**config.mk**
```make
export PLATFORM = sky130hd
export DESIGN_NAME = tlp_trace_filter
export DESIGN_NICKNAME = d
export VERILOG_FILES = /design/src/rtl/tlp_trace_pkg.sv /design/src/rtl/tlp_hdr_classify.sv /design/src/rtl/trace_cfg_ctrl.sv /design/src/rtl/trace_match.sv /design/src/rtl/tlp_trace_filter.sv
export SDC_FILE = /design/constraint.sdc
export NUM_CORES = 1
export LEC_CHECK = 0
export CAP_MARGIN = 30
export CELL_PAD_IN_SITES_DETAIL_PLACEMENT = 1
export CELL_PAD_IN_SITES_GLOBAL_PLACEMENT = 2
export CORE_MARGIN = 3
export CORE_UTILIZATION = 22
export DETAILED_ROUTE_END_ITERATION = 10
export PLACE_DENSITY_LB_ADDON = 0.2
export SLEW_MARGIN = 5
export SYNTH_ARGS = -nofsm -noshare
export SYNTH_HDL_FRONTEND = slang
export SYNTH_SLANG_ARGS = --single-unit
export TNS_END_PERCENT = 20
```
**constraint.sdc**
```tcl
create_clock -name clk -period 4.4 [get_ports clk]
set_input_delay 0.88 -clock clk [delete_from_list [all_inputs] [get_ports clk]]
set_output_delay 0.88 -clock clk [all_outputs]
set_load 0.02 [all_outputs]
```
**src/rtl/tlp_trace_pkg.sv**
```systemverilog
package tlp_trace_pkg;

    typedef enum logic [1:0] {
        CLS_POSTED    = 2'd0,
        CLS_NONPOSTED = 2'd1,
        CLS_CPL       = 2'd2,
        CLS_OTHER     = 2'd3
    } tlp_class_e;

    typedef enum logic {
        ST_IDLE = 1'b0,
        ST_RUN  = 1'b1
    } trc_state_e;

    localparam int CODE_W = 3;

    localparam logic [CODE_W-1:0] TSEL_POSTED    = 3'd0;
    localparam logic [CODE_W-1:0] TSEL_NONPOSTED = 3'd1;
    localparam logic [CODE_W-1:0] TSEL_CPL       = 3'd2;
    localparam logic [CODE_W-1:0] TSEL_ALL       = 3'd3;

    localparam logic [CODE_W-1:0] DSEL_RX        = 3'd0;
    localparam logic [CODE_W-1:0] DSEL_TX        = 3'd1;
    localparam logic [CODE_W-1:0] DSEL_BOTH      = 3'd2;
    localparam logic [CODE_W-1:0] DSEL_BOTH_NOP2P = 3'd3;

    localparam logic [CODE_W-1:0] CODE_MAX = 3'd3;

endpackage

```
**src/rtl/tlp_hdr_classify.sv**
```systemverilog
module tlp_hdr_classify
    import tlp_trace_pkg::*;
#(
    parameter int HDR_W = 128
) (
    input  logic [HDR_W-1:0] hdr,
    output tlp_class_e       cls,
    output logic             is_cpl,
    output logic [15:0]      id_dw1,
    output logic [15:0]      id_dw2
);
    localparam int DW0_HI = HDR_W - 1;
    localparam int DW1_HI = HDR_W - 33;
    localparam int DW2_HI = HDR_W - 65;

    logic [2:0] fmt;
    logic [4:0] typ;

    assign fmt    = hdr[DW0_HI -: 3];
    assign typ    = hdr[DW0_HI-3 -: 5];
    assign id_dw1 = hdr[DW1_HI -: 16];
    assign id_dw2 = hdr[DW2_HI -: 16];

    always_comb begin
        cls = CLS_OTHER;
        if (!fmt[2]) begin
            casez (typ)
                5'b00000: cls = fmt[1] ? CLS_POSTED : CLS_NONPOSTED;
                5'b00001: cls = fmt[1] ? CLS_OTHER  : CLS_NONPOSTED;
                5'b00010: cls = fmt[0] ? CLS_OTHER  : CLS_NONPOSTED;
                5'b0010?: cls = fmt[0] ? CLS_OTHER  : CLS_NONPOSTED;
                5'b10???: cls = fmt[0] ? CLS_POSTED : CLS_OTHER;
                5'b0101?: cls = fmt[0] ? CLS_OTHER  : CLS_CPL;
                default:  cls = CLS_OTHER;
            endcase
        end
    end

    assign is_cpl = (cls == CLS_CPL);

endmodule

```
**src/rtl/trace_cfg_ctrl.sv**
```systemverilog
module trace_cfg_ctrl
    import tlp_trace_pkg::*;
#(
    parameter int NPORT  = 4,
    parameter int PORT_W = 2
) (
    input  logic                clk,
    input  logic                rst_n,
    input  logic                trace_run,
    input  logic [NPORT-1:0]    port_avail,
    input  logic [NPORT*8-1:0]  port_bus_lo,
    input  logic [NPORT*8-1:0]  port_bus_hi,
    input  logic                cfg_wr,
    input  logic                cfg_fn_mode,
    input  logic [PORT_W-1:0]   cfg_port,
    input  logic [15:0]         cfg_rid,
    input  logic [CODE_W-1:0]   cfg_type,
    input  logic [CODE_W-1:0]   cfg_dir,
    output logic                running,
    output logic                cur_fn_mode,
    output logic [PORT_W-1:0]   cur_port,
    output logic [15:0]         cur_rid,
    output logic [CODE_W-1:0]   cur_type,
    output logic [CODE_W-1:0]   cur_dir
);
    trc_state_e state_q, state_d;

    logic [NPORT-1:0] bus_in_port;
    logic [7:0]       tgt_bus;
    logic             port_ok, fn_ok, tgt_ok, codes_ok, wr_take;

    assign tgt_bus = cfg_rid[15:8];

    // one bus-window compare per root port
    for (genvar p = 0; p < NPORT; p++) begin : g_win
        logic [7:0] lo, hi;
        assign lo = port_bus_lo[p*8 +: 8];
        assign hi = port_bus_hi[p*8 +: 8];
        assign bus_in_port[p] = port_avail[p] && (tgt_bus >= lo) && (tgt_bus <= hi);
    end

    assign port_ok  = (int'(cfg_port) < NPORT) && port_avail[cfg_port];
    assign fn_ok    = |bus_in_port;
    assign tgt_ok   = cfg_fn_mode ? fn_ok : port_ok;
    assign codes_ok = (cfg_type <= CODE_MAX) && (cfg_dir <= CODE_MAX);

    // state register
    always_ff @(posedge clk) begin
        if (!rst_n) state_q <= ST_IDLE;
        else        state_q <= state_d;
    end

    // next state: T_START and T_STOP
    always_comb begin
        state_d = state_q;
        unique case (state_q)
            ST_IDLE: if (trace_run)  state_d = ST_RUN;
            ST_RUN:  if (!trace_run) state_d = ST_IDLE;
        endcase
    end

    // outputs: settings may change only in ST_IDLE
    always_comb begin
        wr_take = 1'b0;
        unique case (state_q)
            ST_IDLE: wr_take = cfg_wr && tgt_ok && codes_ok;
            ST_RUN:  wr_take = 1'b0;
        endcase
    end

    assign running = (state_q == ST_RUN);

    always_ff @(posedge clk) begin
        if (!rst_n) begin
            cur_fn_mode <= 1'b0;
            cur_port    <= '0;
            cur_rid     <= '0;
            cur_type    <= TSEL_POSTED;
            cur_dir     <= DSEL_RX;
        end else if (wr_take) begin
            cur_fn_mode <= cfg_fn_mode;
            cur_port    <= cfg_port;
            cur_rid     <= cfg_rid;
            cur_type    <= cfg_type;
            cur_dir     <= cfg_dir;
        end
    end

endmodule

```
**src/rtl/trace_match.sv**
```systemverilog
module trace_match
    import tlp_trace_pkg::*;
#(
    parameter int PORT_W = 2
) (
    input  tlp_class_e          cls,
    input  logic                is_cpl,
    input  logic [15:0]         id_dw1,
    input  logic [15:0]         id_dw2,
    input  logic                pkt_dir_tx,
    input  logic                pkt_p2p,
    input  logic [PORT_W-1:0]   pkt_port,
    input  logic                cur_fn_mode,
    input  logic [PORT_W-1:0]   cur_port,
    input  logic [15:0]         cur_rid,
    input  logic [CODE_W-1:0]   cur_type,
    input  logic [CODE_W-1:0]   cur_dir,
    output logic                hit
);
    logic type_hit, dir_hit, tgt_hit, id_hit;

    always_comb begin
        unique case (cur_type)
            TSEL_POSTED:    type_hit = (cls == CLS_POSTED);
            TSEL_NONPOSTED: type_hit = (cls == CLS_NONPOSTED);
            TSEL_CPL:       type_hit = (cls == CLS_CPL);
            TSEL_ALL:       type_hit = 1'b1;
            default:        type_hit = 1'b0;
        endcase
    end

    always_comb begin
        unique case (cur_dir)
            DSEL_RX:         dir_hit = !pkt_dir_tx;
            DSEL_TX:         dir_hit = pkt_dir_tx;
            DSEL_BOTH:       dir_hit = 1'b1;
            DSEL_BOTH_NOP2P: dir_hit = !pkt_p2p;
            default:         dir_hit = 1'b0;
        endcase
    end

    // completions carry the completer in dword 1 and the requester in dword 2
    assign id_hit  = (id_dw1 == cur_rid) || (is_cpl && (id_dw2 == cur_rid));
    assign tgt_hit = cur_fn_mode ? id_hit : (pkt_port == cur_port);
    assign hit     = type_hit && dir_hit && tgt_hit;

endmodule

```
**src/rtl/tlp_trace_filter.sv**
```systemverilog
module tlp_trace_filter
    import tlp_trace_pkg::*;
#(
    parameter int HDR_DW = 4,
    parameter int NPORT  = 4,
    localparam int HDR_W  = 32 * HDR_DW,
    localparam int PORT_W = (NPORT > 1) ? $clog2(NPORT) : 1
) (
    input  logic                clk,
    input  logic                rst_n,
    input  logic                trace_run,
    input  logic                pkt_valid,
    input  logic [HDR_W-1:0]    pkt_hdr,
    input  logic                pkt_dir_tx,
    input  logic                pkt_p2p,
    input  logic [PORT_W-1:0]   pkt_port,
    input  logic [NPORT-1:0]    port_avail,
    input  logic [NPORT*8-1:0]  port_bus_lo,
    input  logic [NPORT*8-1:0]  port_bus_hi,
    input  logic                cfg_wr,
    input  logic                cfg_fn_mode,
    input  logic [PORT_W-1:0]   cfg_port,
    input  logic [15:0]         cfg_rid,
    input  logic [2:0]          cfg_type,
    input  logic [2:0]          cfg_dir,
    output logic                cur_fn_mode,
    output logic [PORT_W-1:0]   cur_port,
    output logic [15:0]         cur_rid,
    output logic [2:0]          cur_type,
    output logic [2:0]          cur_dir,
    output logic                cap_valid,
    output logic [HDR_W-1:0]    cap_hdr
);
    tlp_class_e  cls;
    logic        is_cpl;
    logic [15:0] id_dw1, id_dw2;
    logic        cfg_running;
    logic        hit;

    tlp_hdr_classify #(.HDR_W(HDR_W)) u_cls (
        .hdr    (pkt_hdr),
        .cls    (cls),
        .is_cpl (is_cpl),
        .id_dw1 (id_dw1),
        .id_dw2 (id_dw2)
    );

    trace_cfg_ctrl #(.NPORT(NPORT), .PORT_W(PORT_W)) u_cfg (
        .clk         (clk),
        .rst_n       (rst_n),
        .trace_run   (trace_run),
        .port_avail  (port_avail),
        .port_bus_lo (port_bus_lo),
        .port_bus_hi (port_bus_hi),
        .cfg_wr      (cfg_wr),
        .cfg_fn_mode (cfg_fn_mode),
        .cfg_port    (cfg_port),
        .cfg_rid     (cfg_rid),
        .cfg_type    (cfg_type),
        .cfg_dir     (cfg_dir),
        .running     (cfg_running),
        .cur_fn_mode (cur_fn_mode),
        .cur_port    (cur_port),
        .cur_rid     (cur_rid),
        .cur_type    (cur_type),
        .cur_dir     (cur_dir)
    );

    trace_match #(.PORT_W(PORT_W)) u_match (
        .cls         (cls),
        .is_cpl      (is_cpl),
        .id_dw1      (id_dw1),
        .id_dw2      (id_dw2),
        .pkt_dir_tx  (pkt_dir_tx),
        .pkt_p2p     (pkt_p2p),
        .pkt_port    (pkt_port),
        .cur_fn_mode (cur_fn_mode),
        .cur_port    (cur_port),
        .cur_rid     (cur_rid),
        .cur_type    (cur_type),
        .cur_dir     (cur_dir),
        .hit         (hit)
    );

    always_ff @(posedge clk) begin
        if (!rst_n) begin
            cap_valid <= 1'b0;
            cap_hdr   <= '0;
        end else begin
            cap_valid <= pkt_valid && hit && cfg_running;
            cap_hdr   <= pkt_hdr;
        end
    end

endmodule

```
Yosys cells after proc, flatten, opt, wreduce, memory -nomap -nowiden
Cells that the tools add are included.

Bitwise logic cells: 1. Muxes and demuxes: 15. $lt $le $gt $ge: 11. Equality and inequality tests: 16. Reductions and logical operators: 25.

Operator list (number): 16-bit equality test (2); 8-bit >= comparator (4); 8-bit <= comparator (4); 1-bit logical AND (16); 3-bit by 2-bit equality test with 1-bit output (second input constant) (4); 2-bit case mux with 5 select lines (1); 2-bit 2-to-1 mux (4); 1-bit case mux with 4 select lines (2); 3-bit by 1-bit equality test with 1-bit output (second input constant) (2); 3-bit by 2-bit <= comparator with 1-bit output (second input constant) (2); 3-bit zero test (2); 1-bit 2-to-1 mux (6); 5-bit by 1-bit equality test with 1-bit output (second input constant) (1); 5-bit by 2-bit equality test with 1-bit output (second input constant) (1); 5-bit zero test (1); 2-bit equality test (second input constant) (2); 4-bit by 2-bit equality test with 1-bit output (second input constant) (1); 4-bit by 3-bit equality test with 1-bit output (second input constant) (1); 4-bit OR reduction (1); 2-bit by 3-bit < comparator with 1-bit output (second input constant) (1); 1-bit binary-select mux with 2-bit select (1); 2-bit by 1-bit equality test with 1-bit output (second input constant) (1); 2-bit equality test (1); 1-bit zero test (2); 5 further kinds (5).

Bits of input ports: 230. Output and inout bits: 154. Register bits after elaboration: 155. Logic and storage cells: 76.

Longest topological paths before layout
Depth after elaboration: 11. Gate-level depth with buffers: 10. Depth with buffers taken out: 9.

Cells and area by module
Synthesis repeated with hierarchy kept, for this count alone.

Cells, all modules: 796. Area, all modules: 7856.3 µm².

By module, submodules not included: tlp_trace_filter (instances 1, cells each 272, sequential area each 2582.5 µm², area an instance 3537.1 µm²); trace_cfg_ctrl (instances 1, cells each 419, sequential area each 520.5 µm², area an instance 3530.9 µm²); trace_match (instances 1, cells each 55, sequential area each 0.0 µm², area an instance 431.7 µm²); tlp_hdr_classify (instances 1, cells each 50, sequential area each 0.0 µm², area an instance 356.6 µm²).

Least setup slack after synthesis
No wires, ideal clock.

Path kind: in2reg. Start point: input cfg_rid[8]. End point: register u_cfg.cur_port[0]. Setup slack: 1429 ps. Cell stages on the path: 10. Arrival time: 2854 ps. Required time: 4283 ps. Path through: inv_1 ha_1 nor2_1 a21oi_1 o31ai_2 a221oi_1 or4_4 o2111a_1 buf_6 a22o_1.

Cells in the longest elaborated chain, start to end: 8. Elaborated cells on any way between the ends: 21.

RTL lines: from (decl) (line tlp_trace_filter.sv:23) `input logic [15:0] cfg_rid,`; 8-bit >= comparator (line trace_cfg_ctrl.sv:39) `assign bus_in_port[p] = port_avail[p] && (tgt_bus >= lo) && (tgt_bus <= hi);`; 1-bit logical AND (2 in a row) (line trace_cfg_ctrl.sv:39); 4-bit OR reduction * (line trace_cfg_ctrl.sv:43) `assign fn_ok = |bus_in_port;`; 1-bit 2-to-1 mux * (line trace_cfg_ctrl.sv:44) `assign tgt_ok = cfg_fn_mode ? fn_ok : port_ok;`; 1-bit logical AND * (2 in a row) (line trace_cfg_ctrl.sv:66) `ST_IDLE: wr_take = cfg_wr && tgt_ok && codes_ok;`; 1-bit case mux with 2 select lines * (line trace_cfg_ctrl.sv:65) `unique case (state_q)`; to (signal assigned) (line trace_cfg_ctrl.sv:82) `cur_port <= cfg_port;`; to (decl) (line trace_cfg_ctrl.sv:21) `output logic [PORT_W-1:0] cur_port,`.

Mark *: on every way between the ends. The rest lies on a longest branch, timed or not. A chain may end at the register's enable or synchronous reset.

Final worst setup path
Start point: input cfg_rid[13]. End point: register u_cfg.cur_rid[7].

Cells in the longest elaborated chain, start to end: 8. Elaborated cells on any way between the ends: 21.

RTL lines: 8-bit >= comparator (line trace_cfg_ctrl.sv:39); 1-bit logical AND (2 in a row) (line trace_cfg_ctrl.sv:39); 4-bit OR reduction * (line trace_cfg_ctrl.sv:43); 1-bit 2-to-1 mux * (line trace_cfg_ctrl.sv:44); 1-bit logical AND * (2 in a row) (line trace_cfg_ctrl.sv:66); 1-bit case mux with 2 select lines * (line trace_cfg_ctrl.sv:65); to (signal assigned) (line trace_cfg_ctrl.sv:83) `cur_rid <= cfg_rid;`; to (decl) (line trace_cfg_ctrl.sv:22) `output logic [15:0] cur_rid,`.

Marked as above.

==> results.txt <==
----------------------------------------------------
[Layout]
  Nets ... 1331
  Area grow syn2layout ... 75.43%
  Fraction of final layout cells with drive strength greater than 1 ... 4.381%
  Antenna cell count ... 0
  Filler cell count in the final layout ... 3223

[Logic synthesis]
  Number of enable-type register cells in the synthesized netlist ... 0
  Library cell with the highest instance count after synthesis ... sky130_fd_sc_hd__dfxtp_1
  #FFs+latches synth ... 155
  Post-Syn Area ... 6466 um^2
  Mapped Nets ... 941
  Cell types with the largest area share after synthesis ... sky130_fd_sc_hd__dfxtp_1, sky130_fd_sc_hd__and2_1, sky130_fd_sc_hd__ha_1, sky130_fd_sc_hd__inv_1, sky130_fd_sc_hd__a22o_1
  Post-synthesis sequential area ratio ... 47.99%
  Cell types with the highest counts after synthesis ... sky130_fd_sc_hd__dfxtp_1, sky130_fd_sc_hd__and2_1, sky130_fd_sc_hd__inv_1
  Count of mapped cells out of synthesis ... 647
  Share of synthesized flip-flops with an asynchronous set or reset ... 0%
  Synthesized area per cell ... 9.994 um^2
  Netlist cell types ... 50
  Leading register cell type out of synthesis ... sky130_fd_sc_hd__dfxtp_1
  Synth Warn # ... 0
  Yosys top cell by area ... sky130_fd_sc_hd__dfxtp_1
  Top-area cell type share of the netlist area ... 47.99%

[Route]
  DRC ... 0
  Met2 WL ... 12840 um
  Average vias per placed instance ... 4.109
  Antenna Violating Nets Remaining ... 0
  Top layer in use ... met4
  Met1 WL ... 11060 um
  Vias ... 5892
  Routed length on met3 ... 2046 um
  Detailed Route Iter0 Violations ... 172
  Sum of routed wire length over all layers ... 26410 um
  Number of iterations in the first detailed-routing pass ... 4
  Average wire per standard cell ... 18.42 um

[Floorplanning]
  Area of the core ... 28860 um^2
  Die width ... 177.4 um
  Height of the die ... 177.4 um
  Cell row count ... 62
  IO Count ... 384
  Effective utilization at floorplan ... 22.41%
  Floorplan die area ... 31490 um^2

[Min path]
  Class of the most critical hold timing path ... reg2reg
  Hold Path Depth ... 1

[Timing]
  Max-slew violations ... 0
  Hold_ws ... 0.5334 ns
  Fmax ... 262.2 MHz
  Slew of the pin with the lowest slew margin ... 0.8614 ns
  Normalized max-slew margin ... 42.57%
  Number of failing hold endpoints at the final stage ... 0
  Setup violators final ... 0
  Post-route clock skew ... 0.006118 ns
  Summed negative setup slack over all endpoints ... 0 ns
  Final period demand of the worst path ... 3.814 ns
  Period utilization ... 86.68%
  Unrepaired setup endpoints after global routing ... false

[Clock network]
  CTS tree ... done
  Number of sinks handled by clock tree synthesis ... 155
  Hold-fix buffers at CTS ... 0
  Max Root-Sink Buffers ... 2
  Root buf cell ... sky130_fd_sc_hd__clkbuf_16
  Clock transition at the register clock pins on the worst setup and hold paths after CTS ... 0.06 ns
  Clock network latency to the later pin of the worst-skew pair ... 0.42 ns
  Buffers inserted by post-CTS timing repair ... 0
  Clock buffers created by TritonCTS ... 17
  Number of gates resized after cts ... 0
  # H-tree levels ... 4

[Worst setup path]
  Critical path data required time ... 4.76 ns
  Critical path startpoint category ... input port
  Critical path capture point type ... flop
  Crit-path max cell delay ... 0.74 ns
  Worst setup path class ... in2reg
  Highest net fanout along the worst path ... 21
  Worst-case reg-to-reg path depth ... 4
  CP Data Arrival Time ... 4.18 ns
  CP cell instances ... clkdlybuf4s50_1 -> ha_1 -> nand4_1 -> nor3_1 -> nor2_1 -> a221oi_1 -> or4_4 -> o2111a_1 -> a22o_1
  Critical Path Slowest Stage Cell ... sky130_fd_sc_hd__o2111a_1

[Flow run]
  Max_cap viols ... 0

[Power]
  Maximum ir drop on the vdd rail ... 0.1996 mV
  Power after layout ... 3728 uW
  Cell leakage power ... 0.004725 uW
  Total power density per cell area ... 328.6 nW/um^2

[GRT]
  Pin count of the biggest net entering global routing ... 105
  Initial antenna violation count ... 0
  Via count of the first global-routing pass ... 6081
  GRT Total Usage ... 16.26%
  Grt ovf ... 0
  First-pass GRT wire length ... 38140 um

[Placed design]
  Estimated wirelength of the detail-placed design ... 21800 um
  Number of I/O port buffers ... 383
  Final weighted congestion of routability-driven global placement ... 0.7568

[Outcome]
  Status ... finished, final reports clean

----------------------------------------------------
[report_power, final]
part | total [uW] | switching (uW) | internal [uW]
sequential | 1500 | 26.0 | 1470
clock | 1510 | 649 | 861
combinational | 720 | 313 | 407
total | 3730 | 988 | 2740
[cell families (layout without fill, tap and decap cells)]
kind of cell,Yosys count,count (layout),synth area share (%)
compound gates,97,97,10.29
xor+xnor,34,34,4.605
fa+ha+maj,64,64,12.38
buf+inv,84,487,5.224
flops,155,155,47.99
mux,2,2,0.3289
simple gates,211,211,19.18
[worst max-delay path, delay by kind of cell]
| kind | cells | cell delay [ns] |
|---|---|---|
| and+or+nand+nor | 4 | 0.70 |
| buffers and inverters | 1 | 0.62 |
| adders and majority gates | 1 | 0.42 |
| AOI/OAI and AO/OA | 3 | 1.53 |
[routing by layer]
| layer | vias to the layer above | track usage (%) |
|---|---|---|
| met5 | - | 0 |
| met2 | 231 | 28.12 |
| met3 | 30 | 5.049 |
| li1 | 2945 | - |
| met1 | 2686 | 19.30 |
| met4 | 0 | 4.843 |
[path summary, 6_finish.rpt]
kind | startpoint | end | slack [ns]
setup / recovery | cfg_rid[13] | u_cfg.cur_rid[7] | 0.59
hold reg to reg | u_cfg.cur_dir[2] | u_cfg.cur_dir[2] | 0.53
hold / removal | u_cfg.cur_dir[2] | u_cfg.cur_dir[2] | 0.53
setup reg to reg | u_cfg.running | u_cfg.cur_rid[7] | 2.51
[layout by cell type (no fill, tap or decap), types with 16 or more instances in the layout]
cell,count
sky130_fd_sc_hd__ha_1,64
sky130_fd_sc_hd__xnor2_1,18
sky130_fd_sc_hd__a22o_1,21
sky130_fd_sc_hd__xor2_1,16
sky130_fd_sc_hd__clkdlybuf4s50_1,382
sky130_fd_sc_hd__and2_1,131
sky130_fd_sc_hd__dfxtp_1,155
sky130_fd_sc_hd__nand2_1,19
sky130_fd_sc_hd__inv_1,65
sky130_fd_sc_hd__a21oi_1,29
sky130_fd_sc_hd__clkbuf_16,17
[final cells by class]
| cell class | instances | area [um^2] | area share [%] |
|---|---|---|---|
| clock inverter | 14 | 177.7 | 1.566 |
| inverter | 65 | 244.0 | 2.151 |
| multi-input combinational | 408 | 3025 | 26.67 |
| timing repair buffer | 390 | 3884 | 34.24 |
| tap | 384 | 480.5 | 4.236 |
| clock buffer | 18 | 429.2 | 3.783 |
| sequential | 155 | 3103 | 27.35 |
[registers in the layout, indices dropped and copies added (netlist names)]
| signal | count |
|---|---|
| cap_hdr | 128 |
| u_cfg.cur_port | 2 |
| u_cfg.cur_type | 3 |
| u_cfg.running | 1 |
| u_cfg.cur_dir | 3 |
| u_cfg.cur_rid | 16 |
| cap_valid | 1 |
| u_cfg.cur_fn_mode | 1 |
[stage by stage]
step	utilization, %	area (um^2)	cells	worst slack, ns
2_1_floorplan	-	6466	647	1.429
3_3_place_gp	37.21	10740	1402	0.06863
3_5_place_dp	37.21	10740	1402	0.03811
4_1_cts	39.31	11340	1434	0.4841
5_1_grt	39.31	11340	1434	0.2654
6_report	39.31	11340	1434	0.5863
Power figures use the tool's default switching activity.
